File: config.mk
export PLATFORM = sky130hd
export DESIGN_NAME = burst_channel_emu
export DESIGN_NICKNAME = d
export VERILOG_FILES = /design/src/rtl/burst_channel_emu.sv
export SDC_FILE = /design/constraint.sdc
export NUM_CORES = 1
export LEC_CHECK = 0
export BUFFER_PORTS_ARGS = -buffer_cell sky130_fd_sc_hd__buf_4
export CORE_UTILIZATION = 48
export DETAILED_ROUTE_END_ITERATION = 8
export GPL_TIMING_DRIVEN = 0
export PLACE_DENSITY_LB_ADDON = 0.12
export SYNTH_ARGS = -nofsm -noshare
export SYNTH_HDL_FRONTEND = slang
export SYNTH_SLANG_ARGS = --single-unit
File: constraint.sdc
create_clock -name clk -period 1.2 [get_ports clk]
set_clock_uncertainty 0.05 [all_clocks]
set_input_delay 0.18 -clock clk [delete_from_list [all_inputs] [get_ports clk]]
set_output_delay 0.18 -clock clk [all_outputs]
set_load 0.05 [all_outputs]
File: src/rtl/burst_channel_emu.sv
module burst_channel_emu #(
  parameter logic [7:0] NOISE_SEED = 8'hA5,
  parameter logic [7:0] TRIG_SEED  = 8'h1C
) (
  input  logic       clk,
  input  logic       rst_n,
  input  logic       in_valid,
  input  logic [7:0] in_data,
  input  logic       err_mode,
  input  logic [3:0] len_code,
  output logic       out_valid,
  output logic [7:0] out_data
);

  logic [7:0] noise_q, trig_q;
  logic       busy, mode_q;
  logic [3:0] cnt, len_q;

  wire start    = in_valid && !busy && trig_q[0];
  wire hit      = start || (busy && in_valid);
  wire mode_now = busy ? mode_q : err_mode;

  assign out_valid = in_valid;
  assign out_data  = !hit ? in_data : (mode_now ? (in_data ^ noise_q) : 8'h00);

  always_ff @(posedge clk) begin
    if (!rst_n) begin
      noise_q <= NOISE_SEED;
      trig_q  <= TRIG_SEED;
      busy    <= 1'b0;
      mode_q  <= 1'b0;
      cnt     <= '0;
      len_q   <= '0;
    end else if (in_valid) begin
      noise_q <= {noise_q[6:0], noise_q[7] ^ noise_q[5] ^ noise_q[4] ^ noise_q[3]};
      trig_q  <= {trig_q[6:0],  trig_q[7]  ^ trig_q[3]  ^ trig_q[2]  ^ trig_q[1]};
      if (start) begin
        if (len_code != 4'd0) begin
          busy   <= 1'b1;
          cnt    <= 4'd1;
          len_q  <= len_code;
          mode_q <= err_mode;
        end
      end else if (busy) begin
        if (cnt == len_q) busy <= 1'b0;
        else              cnt  <= cnt + 4'd1;
      end
    end
  end

endmodule


* Yosys cells after proc, flatten, opt, wreduce, memory -nomap -nowiden
Cells that the tools add are included.
** Storage, ports and cells
- Word-level logic and storage cells :: 38
- Bits in latches :: 0
- Bits in writable memories :: 0
- Memories :: 0
- Register bits :: 26
- Output and inout port bits :: 9
- Input bits :: 16
- Bits in read-only memories :: 0
** Operators by class
- Shifts and indexed selects :: 0
- $lt $le $gt $ge :: 0
- Reduce and logical (&&, ||, !) cells :: 10
- Mux-type cells :: 11
- Eq/ne operators :: 3
- Div/mod/pow operators :: 0
- Bitwise logic cells :: 7
- Add/subtract/negate cells :: 1
- $mul :: 0
** Operator list (count)
- $mux 4 :: 4
- $mux 8 :: 2
- $xor 8x8->8 :: 1
- $xor 1x1->1 :: 6
- $mux 1 :: 5
- $add 4x1->4 const B :: 1
- $eq 4x4->1 :: 1
- $reduce_and 4->1 :: 1
- $reduce_bool 4->1 :: 1
- $logic_and 1x1->1 :: 3
- $reduce_and 3->1 :: 1
- $ne 2x1->1 const B :: 1
- $ne 2x2->1 const B :: 1
- $reduce_and 2->1 :: 1
- $reduce_bool 2->1 :: 1
- $logic_not 1->1 :: 1
- $logic_or 1x1->1 :: 1

* Logic depth before layout (Yosys ltp)
Gate-level depths: netlist (run 1).
- Depth in word-level cells :: 5
- Depth in mapped cells :: 5
- Mapped depth without buffers :: 4

* Worst setup path after synthesis (run 1)
No wires, ideal clock.
- Path type :: reg-to-output
- Start point :: register trig_q[0]
- End point :: output port out_data[0]
- Slack :: -0.487 ns
- Required time :: 0.970 ns
- Buffers on the path :: 0
- Arrival time :: 1.457 ns
- Stages on the path, launching flop included :: 5
- Cell sequence :: dfxtp_1 -> o21a_1 -> nand2_1 -> xor2_1 -> nor2_1
** On the way
- Longest elaborated chain between the ends :: 3
** Ends and longest elaborated chain
- start: declaration :: RTL line 15 : logic [7:0] noise_q, trig_q;
- start signal: assignment :: RTL line 36 : trig_q <= {trig_q[6:0], trig_q[7] ^ trig_q[3] ^ trig_q[2] ^ trig_q[1]};
- $logic_and 1x1->1 :: RTL line 19 : wire start = in_valid && !busy && trig_q[0];
- $logic_or 1x1->1 :: RTL line 20 : wire hit = start || (busy && in_valid);
- $mux 8 :: RTL line 24 : assign out_data = !hit ? in_data : (mode_now ? (in_data ^ noise_q) : 8'h00);
- end: declaration :: RTL line 12 : output logic [7:0] out_data
Every way passes these cells.

* Worst setup path in the final report (run 1)
- Start point :: register busy
- End point :: output port out_data[2]
** On the way
- Longest elaborated chain between the ends :: 5
- Elaborated cells on any way between the ends :: 8
- Classes of those cells :: 3 x mux; 5 x reduce/logical
** Ends and longest elaborated chain
- start: declaration :: RTL line 16 : logic busy, mode_q;
- start signal: assignment :: RTL line 30 : busy <= 1'b0;
- start signal: assignment :: RTL line 39 : busy <= 1'b1;
- start signal: assignment :: RTL line 45 : if (cnt == len_q) busy <= 1'b0;
- $logic_not 1->1 :: RTL line 19
- $logic_and 1x1->1 (2 in series) :: RTL line 19
- $logic_or 1x1->1 :: RTL line 20
- $mux 8 * :: RTL line 24
Every way passes the cells marked *; elsewhere a longest branch is shown, timed or not.

==> out/metrics.yaml, run 1 <==
cts_tree: "done"
finalWirelength_um: 2697
crit_path_max_fanout: 8
grt_first_pass_wirelength_um: 4374
hold_slack_ns: 0.06640
drive_gt1_share_pct: 49.39
ys_seq_area_share_pct: 41.19
die_w_um: 53.31
syn-num-nets: 153
seqPwrFrac_pct: 49.9
grt_max_degree: 14
port_buffers: 23
regArea_um2: 531.8
switching_power_uw: 633.4
synth_flop_cell: "dfxtp_1"
max_freq_ghz: 0.5917
outcome: "finished, violations left"
end_kind: "output pin"
io_pins: 25
synth_commonest_cells: "26 x dfxtp_1, 22 x nor2_1, 18 x nand2_1, 16 x mux2i_1"
overflow: 0
die_y_um: 53.31
power_density_nw_per_um2: 1075
hpwlAfterDp_um: 1853
synth.distinct_cells: 30
p_comb_share_pct: 31.5
syn-cell-area_um2: 1264
synth_area_leader_cell: "dfxtp_1"
vias: 1015
maxCapViolCount: 0
slew_headroom_pct: 64.25
drc_errors: 0
post-route-util_pct: 72.88
cts_sinks: 26
setup_viol: 18
antenna_left: 0
rows: 18
die-area_um2: 2842
grt_pass1_vias: 999
place_area_um2: 1553
gp_congestion: 0.7686
clk_latency_ns: 0.31
initial_core_util_pct: 51.01
required_ns: 0.97
core_um2: 2477
dpl.cell_count: 189
ys_ff_latch: 26
avgSynthCellArea_um2: 9.292
yosys_warnings: 0
layout_setup_ws_ns: -0.4902
synthArstFlopShare_pct: 0
synth_area_leaders: "dfxtp_1 41%, mux2i_1 13%, nor2_1 6.5%"
finalHoldViolCount: 0
wire_per_inst_um: 13.90
leakage_nw: 0.6908
swShare_pct: 32.63
hp-class: "input pin to register"
multiInputGateArea_um2: 939.7
period_share_pct: 140.8
htreeDepth: 1
drv_slew: 0
clockBufferDepth: 2
yosysMostFrequentCell: "dfxtp_1"
final_nets: 183
areaGrowthSynthToFinish_pct: 42.87
worstMarginPinSlew_ns: 0.5344
diodes: 0
firstDrtPassIters: 4
numCtsBuffers: 3
violations: "setup timing"
fin_crit_ns: 1.690
peakVddDrop_v: 0.0009735
synthCells: 136
crit_type: "register to output pin"
grtUsageTotal_pct: 21.50
arrival_ns: 1.46
antenna_found_initial: 0
cts.reportedPaths.clkPinSlew_ns: 0.13
cts_root_buf: "clkbuf_4"
final_cell_area_um2: 1805
crit_path_start_kind: "register"
via_per_inst: 5.232
intPower_mw: 1.308
n_fill_cell: 184
clkPwrFrac_pct: 18.5
synth_edf_count: 0
rsz0062_at_grt: "yes"
fin_cells: 194
drt_iter0_drc: 8
yosysTopAreaCellShare_pct: 41.19
==> worst paths after layout <==
kind	from	endpoint	slack [ns]	depth (start not counted)
setup reg to reg	busy	cnt[0]	-0.21	5
setup / recovery	busy	out_data[2]	-0.49	5
hold reg to reg	trig_q[4]	trig_q[4]	0.44	2
hold / removal	rst_n	trig_q[4]	0.07	2
==> state kept, by name, indices dropped and copies added, names as in the netlist <==
register / count
noise_q: 8
trig_q: 8
cnt: 4
len_q: 4
busy: 1
mode_q: 1
==> power by group through the flow <==
| stage | clock network [mW] | logic [mW] | registers [mW] |
|---|---|---|---|
| 6_report | 0.360 | 0.612 | 0.969 |
| 5_1_grt | 0.403 | 0.657 | 0.975 |
| 4_1_cts | 0.364 | 0.589 | 0.966 |
| 3_5_place_dp | 0 | 0.515 | 0.984 |
| 3_3_place_gp | 0 | 0.506 | 0.981 |
| 2_1_floorplan | 0 | 0.383 | 0.971 |
==> per-layer routing <==
layer | routed length, um | up-vias | track usage, %
met5 | 0 | - | 0
li1 | - | 508 | -
met2 | 1389 | 15 | 37.71
met3 | 52 | 2 | 3.448
met1 | 1231 | 490 | 26.40
met4 | 23 | 0 | 6.579
==> cells by family (layout without fill, tap and decap cells) <==
logic type / count (synthesis) / in the layout / synth area share, %
xor gates and xnor gates: 18 / 18 / 12.48
muxes: 16 / 16 / 12.67
adders and majority gates: 1 / 1 / 0.9899
DFF: 26 / 26 / 41.19
and+or+nand+nor: 52 / 52 / 17.92
buffers and inverters: 8 / 36 / 3.563
AOI/OAI and AO/OA: 15 / 15 / 11.19
==> layout by cell type (no fill, tap or decap), types with 2 or more instances in the layout <==
master,Yosys,routed
dfxtp_1,26,21
buf_4,1,19
mux2i_1,16,16
nor2_1,22,14
nand2_2,0,10
xor2_2,0,8
nor2_4,0,8
nand2_1,18,8
xnor2_1,9,5
xnor2_2,0,4
buf_8,0,4
buf_6,1,4
buf_2,3,3
a21oi_2,1,3
clkbuf_4,0,3
dfxtp_2,0,3
nor2b_1,2,2
o21a_4,0,2
a22oi_2,0,2
a22oi_1,4,2
nand3_1,2,2
a211oi_1,2,2
nand3b_1,2,2
dfxtp_4,0,2
==> layout make-up <==
cell class	instances	area share (%)
buffer	5	1.455
timing repair buffer	26	13.31
multi-input combinational	102	52.04
clock buffer	3	1.247
inverter	2	0.4158
tap	30	2.079
sequential	26	29.45
==> metrics by stage <==
| stage | setup slack (ns) | power (mW) | setup TNS (ns) |
|---|---|---|---|
| 2_1_floorplan | -0.05128 | 1.354 | -0.4573 |
| 3_3_place_gp | -0.1888 | 1.487 | -4.109 |
| 3_5_place_dp | -0.2331 | 1.499 | -4.537 |
| 4_1_cts | -0.4856 | 1.919 | -5.465 |
| 5_1_grt | -0.5465 | 2.036 | -6.729 |
| 6_report | -0.4902 | 1.941 | -5.546 |
==> worst max-delay path: stages, from the launching register on <==
cell and delay (ns):
dfxtp_4 0.39, o21a_4 0.21, nand2_2 0.09, xor2_2 0.19
nor2_4 0.11, buf_6 0.16
==> what timing repair did <==
| action | 4_1_cts | 5_1_grt |
|---|---|---|
| endpoints found under the setup margin | 18 | 18 |
| buffers inserted | 3 | 0 |
| pin swaps | 20 | 4 |
| resized for setup | 36 | 11 |
| cloned | 0 | 0 |
| endpoints found under the hold margin | 0 | 0 |
| hold buffers | 0 | 0 |
No activity file was read; power rests on OpenSTA's default activity.
==> inputs of run 2 (changes only) <==
--- a/config.mk
+++ b/config.mk
@@ -7,8 +7,10 @@
 export LEC_CHECK = 0
 export BUFFER_PORTS_ARGS = -buffer_cell sky130_fd_sc_hd__buf_4
 export CORE_UTILIZATION = 48
+export CTS_CLUSTER_SIZE = 30
 export DETAILED_ROUTE_END_ITERATION = 8
 export GPL_TIMING_DRIVEN = 0
+export HOLD_SLACK_MARGIN = 0.15
 export PLACE_DENSITY_LB_ADDON = 0.12
 export SYNTH_ARGS = -nofsm -noshare
 export SYNTH_HDL_FRONTEND = slang
==> run 2 against run 1 <==
Against the previous run: the run still ends with setup timing left; cell count increased by 3.6%; final area increased by 3.9%; flip-flop and latch count unchanged; via count increased by 2.5%; combinational power increased by 3%; sequential share of layout area decreased by 1.1 points; clock power about the same.
==> out/metrics.yaml, run 2 (synthesis results as in run 1) <==
mostFrequentLayoutCells: "21 x dfxtp_1, 19 x buf_4, 16 x mux2i_1"
rsz0062_at_grt: "yes"
rows: 18
hp-class: "input pin to register"
finalHoldViolCount: 0
finalWirelength_um: 2835
worstMarginPinSlew_ns: 0.5315
crit_type: "register to output pin"
crit_path_max_fanout: 8
areaGrowthSynthToFinish_pct: 48.42
outcome: "finished, violations left"
setup_viol: 18
fin_crit_ns: 1.690
die-area_um2: 2842
clk_latency_ns: 0.31
dpl.cell_count: 189
drt_iter0_drc: 11
clockBufferDepth: 2
max_freq_ghz: 0.5917
n_fill_cell: 174
antenna_left: 0
fin_cells: 201
cts_tree: "done"
wire_per_inst_um: 14.10
hpwlAfterDp_um: 1853
grtUsageTotal_pct: 22.93
violations: "setup timing"
port_buffers: 23
drc_errors: 0
maxCapViolCount: 0
numCtsBuffers: 3
end_kind: "output pin"
peakVddDrop_v: 0.0009625
cts.reportedPaths.clkPinSlew_ns: 0.13
layout_setup_ws_ns: -0.4901
die_y_um: 53.31
reg_top3: "noise_q: 8 flops, trig_q: 8 flops"
drv_slew: 0
via_per_inst: 5.174
fin_setup_tns_ns: -5.581
power_density_nw_per_um2: 1045
core_um2: 2477
htreeDepth: 1
overflow: 0
period_share_pct: 140.8
io_pins: 25
vias: 1040
gp_congestion: 0.7686
cts_root_buf: "clkbuf_4"
slew_headroom_pct: 64.44
p_total_mw: 1.960
cts_sinks: 26
grt_max_degree: 14
post-route-util_pct: 75.71
drive_gt1_share_pct: 47.37
required_ns: 0.97
leakage_nw: 0.7201
layout_commonest_cell: "dfxtp_1"
die_w_um: 53.31
crit_path_start_kind: "register"
firstDrtPassIters: 4
initial_core_util_pct: 51.01
arrival_ns: 1.46
final_nets: 190
grt_first_pass_wirelength_um: 4643
diodes: 0
grt_pass1_vias: 1050
antenna_found_initial: 0
run 2: cell count changes in the layout (fill, tap and decap cells not counted):
cell / before / now
dlygate4sd3_1: 0 / 7
run 2: area by class of cell:
type | instances | area (um2) | share of cell area [%]
multi-input cells | 102 | 939.7 | 50.10
flip-flops and latches | 26 | 531.8 | 28.35
repair buffers | 33 | 310.3 | 16.54
well taps | 30 | 37.54 | 2.001
plain buffers | 5 | 26.28 | 1.401
clock buffers | 3 | 22.52 | 1.201
inverters | 2 | 7.507 | 0.4003
run 2: critical path, stage by stage, from the launching register on:
cell	delay, ns
dfxtp_4	0.39
o21a_4	0.21
nand2_2	0.09
xor2_2	0.19
nor2_4	0.11
buf_6	0.16
run 2: power by group:
| group | leakage (nW) | switching (mW) | internal, mW | total (mW) |
|---|---|---|---|---|
| clock | 0.0138 | 0.241 | 0.117 | 0.358 |
| sequential | 0.216 | 0.0546 | 0.915 | 0.970 |
| combinational | 0.490 | 0.342 | 0.290 | 0.632 |
run 2: final timing paths:
kind | startpoint | to | slack, ns | depth (start not counted)
worst max-delay path | busy | out_data[2] | -0.49 | 5
worst min-delay path | rst_n | cnt[2] | 0.19 | 3
worst max register to register | busy | len_q[0] | -0.21 | 5
worst min register to register | mode_q | mode_q | 0.44 | 2
run 2: what timing repair did:
action / CTS / global route
setup endpoints to repair: 18 / 18
setup buffers: 3 / 0
pin swaps: 20 / 3
hold buffers: 7 / 0
endpoints found under the hold margin: 12 / 0
resized for setup: 36 / 11
run 2: routing by layer:
metal  global-route usage (%)  routed length, um  vias to the layer above
met4                    6.579                 61                        0
met2                    41.04               1434                       17
met5                        0                  0                        -
met1                    27.80               1287                      493
met3                    3.448                 52                        8
li1                         -                  -                      522
run 2: stage by stage:
| step | worst slack (ns) | instance area (um2) | hold WS (ns) |
|---|---|---|---|
| floorplan | -0.05128 | 1343 | 0.2660 |
| global placement | -0.1888 | 1553 | 0.3889 |
| global route | -0.5497 | 1876 | 0.1942 |
| detailed placement | -0.2331 | 1553 | 0.3957 |
| CTS | -0.4856 | 1826 | 0.1671 |
| finish | -0.4901 | 1876 | 0.1937 |
==> inputs of run 3 (changes only) <==
--- a/config.mk
+++ b/config.mk
@@ -5,8 +5,9 @@
 export SDC_FILE = /design/constraint.sdc
 export NUM_CORES = 1
 export LEC_CHECK = 0
+export ABC_AREA = 1
 export BUFFER_PORTS_ARGS = -buffer_cell sky130_fd_sc_hd__buf_4
-export CORE_UTILIZATION = 48
+export CORE_UTILIZATION = 46
 export CTS_CLUSTER_SIZE = 30
 export DETAILED_ROUTE_END_ITERATION = 8
 export GPL_TIMING_DRIVEN = 0
==> run 3 against run 2 <==
Against the previous run: the flow finishes with violations (DRC, setup timing); cell count is 30% higher; global-route usage is 1.8 points higher; setup slack worse by 0.13 ns; critical endpoint is now out_data[4]; combinational power is 8.2% higher; worst hold slack better by 0.020 ns; register-to-register slack hardly changed; critical path depth is 1 higher; die area is 14% higher; largest cell class unchanged; total power is 16% higher; final area is 8.6% higher; via count is 36% higher.
==> out/metrics.yaml, run 3 <==
outcome: "finished, violations left"
violations: "DRC, setup timing"
ys_ff_latch: 26
layout_commonest_cell: "nand2_1"
arrival_ns: 1.59
io_pins: 25
n_fill_cell: 218
wire_per_inst_um: 15.08
crit_type: "register to output pin"
rows: 19
numCtsBuffers: 3
overflow: 0
reg_top3: "noise_q: 8 flops, trig_q: 8 flops"
clockBufferDepth: 2
final_nets: 249
yosysMostFrequentCell: "nand2_1"
dpl.cell_count: 243
synth_flop_cell: "dfxtp_1"
max_freq_ghz: 0.5490
grt_pass1_vias: 1375
power_density_nw_per_um2: 1112
firstDrtPassIters: 6
fin_setup_tns_ns: -6.211
synth_commonest_cells: "42 x nand2_1, 26 x dfxtp_1, 22 x nor2_1, 21 x a21oi_1, 16 x inv_1"
yosys.area_share.simple_pct: 34.66
die-area_um2: 3237
drv_slew: 0
setup_viol: 18
vias: 1417
antenna_left: 0
ys_seq_area_share_pct: 37.55
avgSynthCellArea_um2: 7.296
synth_area_leaders: "dfxtp_1 38%, nand2_1 11%, a21oi_1 7.6%"
multiInputGateArea_um2: 934.6
mostFrequentLayoutCells: "30 x nand2_1, 21 x nor2_1, 20 x buf_4, 20 x dfxtp_1, 16 x inv_1"
finalWirelength_um: 3952
diodes: 0
cts.reportedPaths.clkPinSlew_ns: 0.15
leakage_nw: 0.8660
yosysTopAreaCellShare_pct: 37.55
finalHoldViolCount: 0
slew_headroom_pct: 66.47
hp-class: "input pin to register"
hpwlAfterDp_um: 2354
synth_top_family_by_area: "simple AND/OR/NAND/NOR gates"
grt_first_pass_wirelength_um: 6113
port_buffers: 22
crit_path_start_kind: "register"
hold_slack_ns: 0.2137
crit_path_max_fanout: 10
fin_crit_ns: 1.821
die_w_um: 56.90
synthCells: 190
grtUsageTotal_pct: 24.71
drive_gt1_share_pct: 38.96
synth.area.mux_share_pct: 0
syn-num-nets: 207
drt_iter0_drc: 74
synth.distinct_cells: 27
cts_tree: "done"
worstMarginPinSlew_ns: 0.5030
synth_edf_count: 0
syn-cell-area_um2: 1386
via_per_inst: 5.408
drc_errors: 8
cts_root_buf: "clkbuf_4"
areaGrowthSynthToFinish_pct: 46.93
layout_setup_ws_ns: -0.6214
yosys_warnings: 0
initial_core_util_pct: 49.42
htreeDepth: 1
synth-compound-area-share_pct: 14.17
fin_cells: 262
synth_area_leader_cell: "dfxtp_1"
cts_sinks: 26
period_share_pct: 151.8
maxCapViolCount: 0
rsz0062_at_grt: "yes"
required_ns: 0.97
die_y_um: 56.90
end_kind: "output pin"
regArea_um2: 533.0
peakVddDrop_v: 0.0007864
gp_congestion: 0.8840
grt_max_degree: 16
synthXorXnorAreaFrac_pct: 5.054
antenna_found_initial: 0
synth_fa_ha_area_share_pct: 0.9025
core_um2: 2805
clk_latency_ns: 0.33
synthArstFlopShare_pct: 0
## run 3: path summary, 6_finish.rpt
| kind | start | to | slack [ns] | cells past startpoint |
|---|---|---|---|---|
| worst min-delay path | in_valid | trig_q[1] | 0.21 | 3 |
| worst max register to register | trig_q[0] | cnt[0] | -0.21 | 9 |
| worst min register to register | len_q[1] | len_q[1] | 0.44 | 2 |
| worst max-delay path | trig_q[0] | out_data[4] | -0.62 | 6 |
## run 3: cell type report
class | instances | area share (%)
clock buffers | 3 | 1.106
flip-flops and latches | 26 | 26.17
multi-input cells | 138 | 45.88
clock inverters | 1 | 1.474
repair buffers | 37 | 17.63
plain buffers | 6 | 1.536
well taps | 31 | 1.904
inverters | 20 | 4.300
## run 3: metal layers
layer / global-route usage [%] / share of wire [%]
met1: 32.33 / 45
met3: 2.995 / 4.4
met4: 8.014 / 1.2
met5: 0 / 0
met2: 42.02 / 50
## run 3: cells by family after synthesis
logic type               after synthesis
AND/OR/NAND/NOR                       92
AO/OA/AOI/OAI                         37
buffers and inverters                 26
flip-flops                            26
XOR/XNOR                               8
adder cells (fa/ha/maj)                1
## run 3: report_power, final
part           switching (mW)  leakage [nW]  internal, mW  total [mW]
sequential             0.0500         0.218         0.920       0.970
combinational           0.397         0.620         0.287       0.684
clock                   0.274        0.0279         0.338       0.612
## run 3: metrics by stage
| step | worst slack [ns] | util, % | instance area (um2) | power, mW |
|---|---|---|---|---|
| after floorplan | -0.2972 | - | 1465 | 1.379 |
| after global placement | -0.3339 | 59.50 | 1669 | 1.513 |
| after detailed placement | -0.3392 | 59.50 | 1669 | 1.528 |
| after CTS | -0.5955 | 68.51 | 1922 | 2.209 |
| after global routing | -0.6724 | 72.61 | 2037 | 2.359 |
| final | -0.6214 | 72.61 | 2037 | 2.266 |
## run 3: repair_timing
action / 4_1_cts / 5_1_grt
gates resized for setup: 22 / 27
hold endpoints to repair: 15 / 0
setup endpoints to repair: 18 / 18
hold buffers: 6 / 0
pin swaps: 7 / 11
buffers inserted: 5 / 4
## run 3: critical path, stage by stage, from the launching register on
cell     delay (ns)
dfxtp_4        0.39
o21ai_4        0.22
inv_4          0.12
nand3_4        0.11
o21ai_1        0.11
a21oi_4        0.13
buf_6          0.17
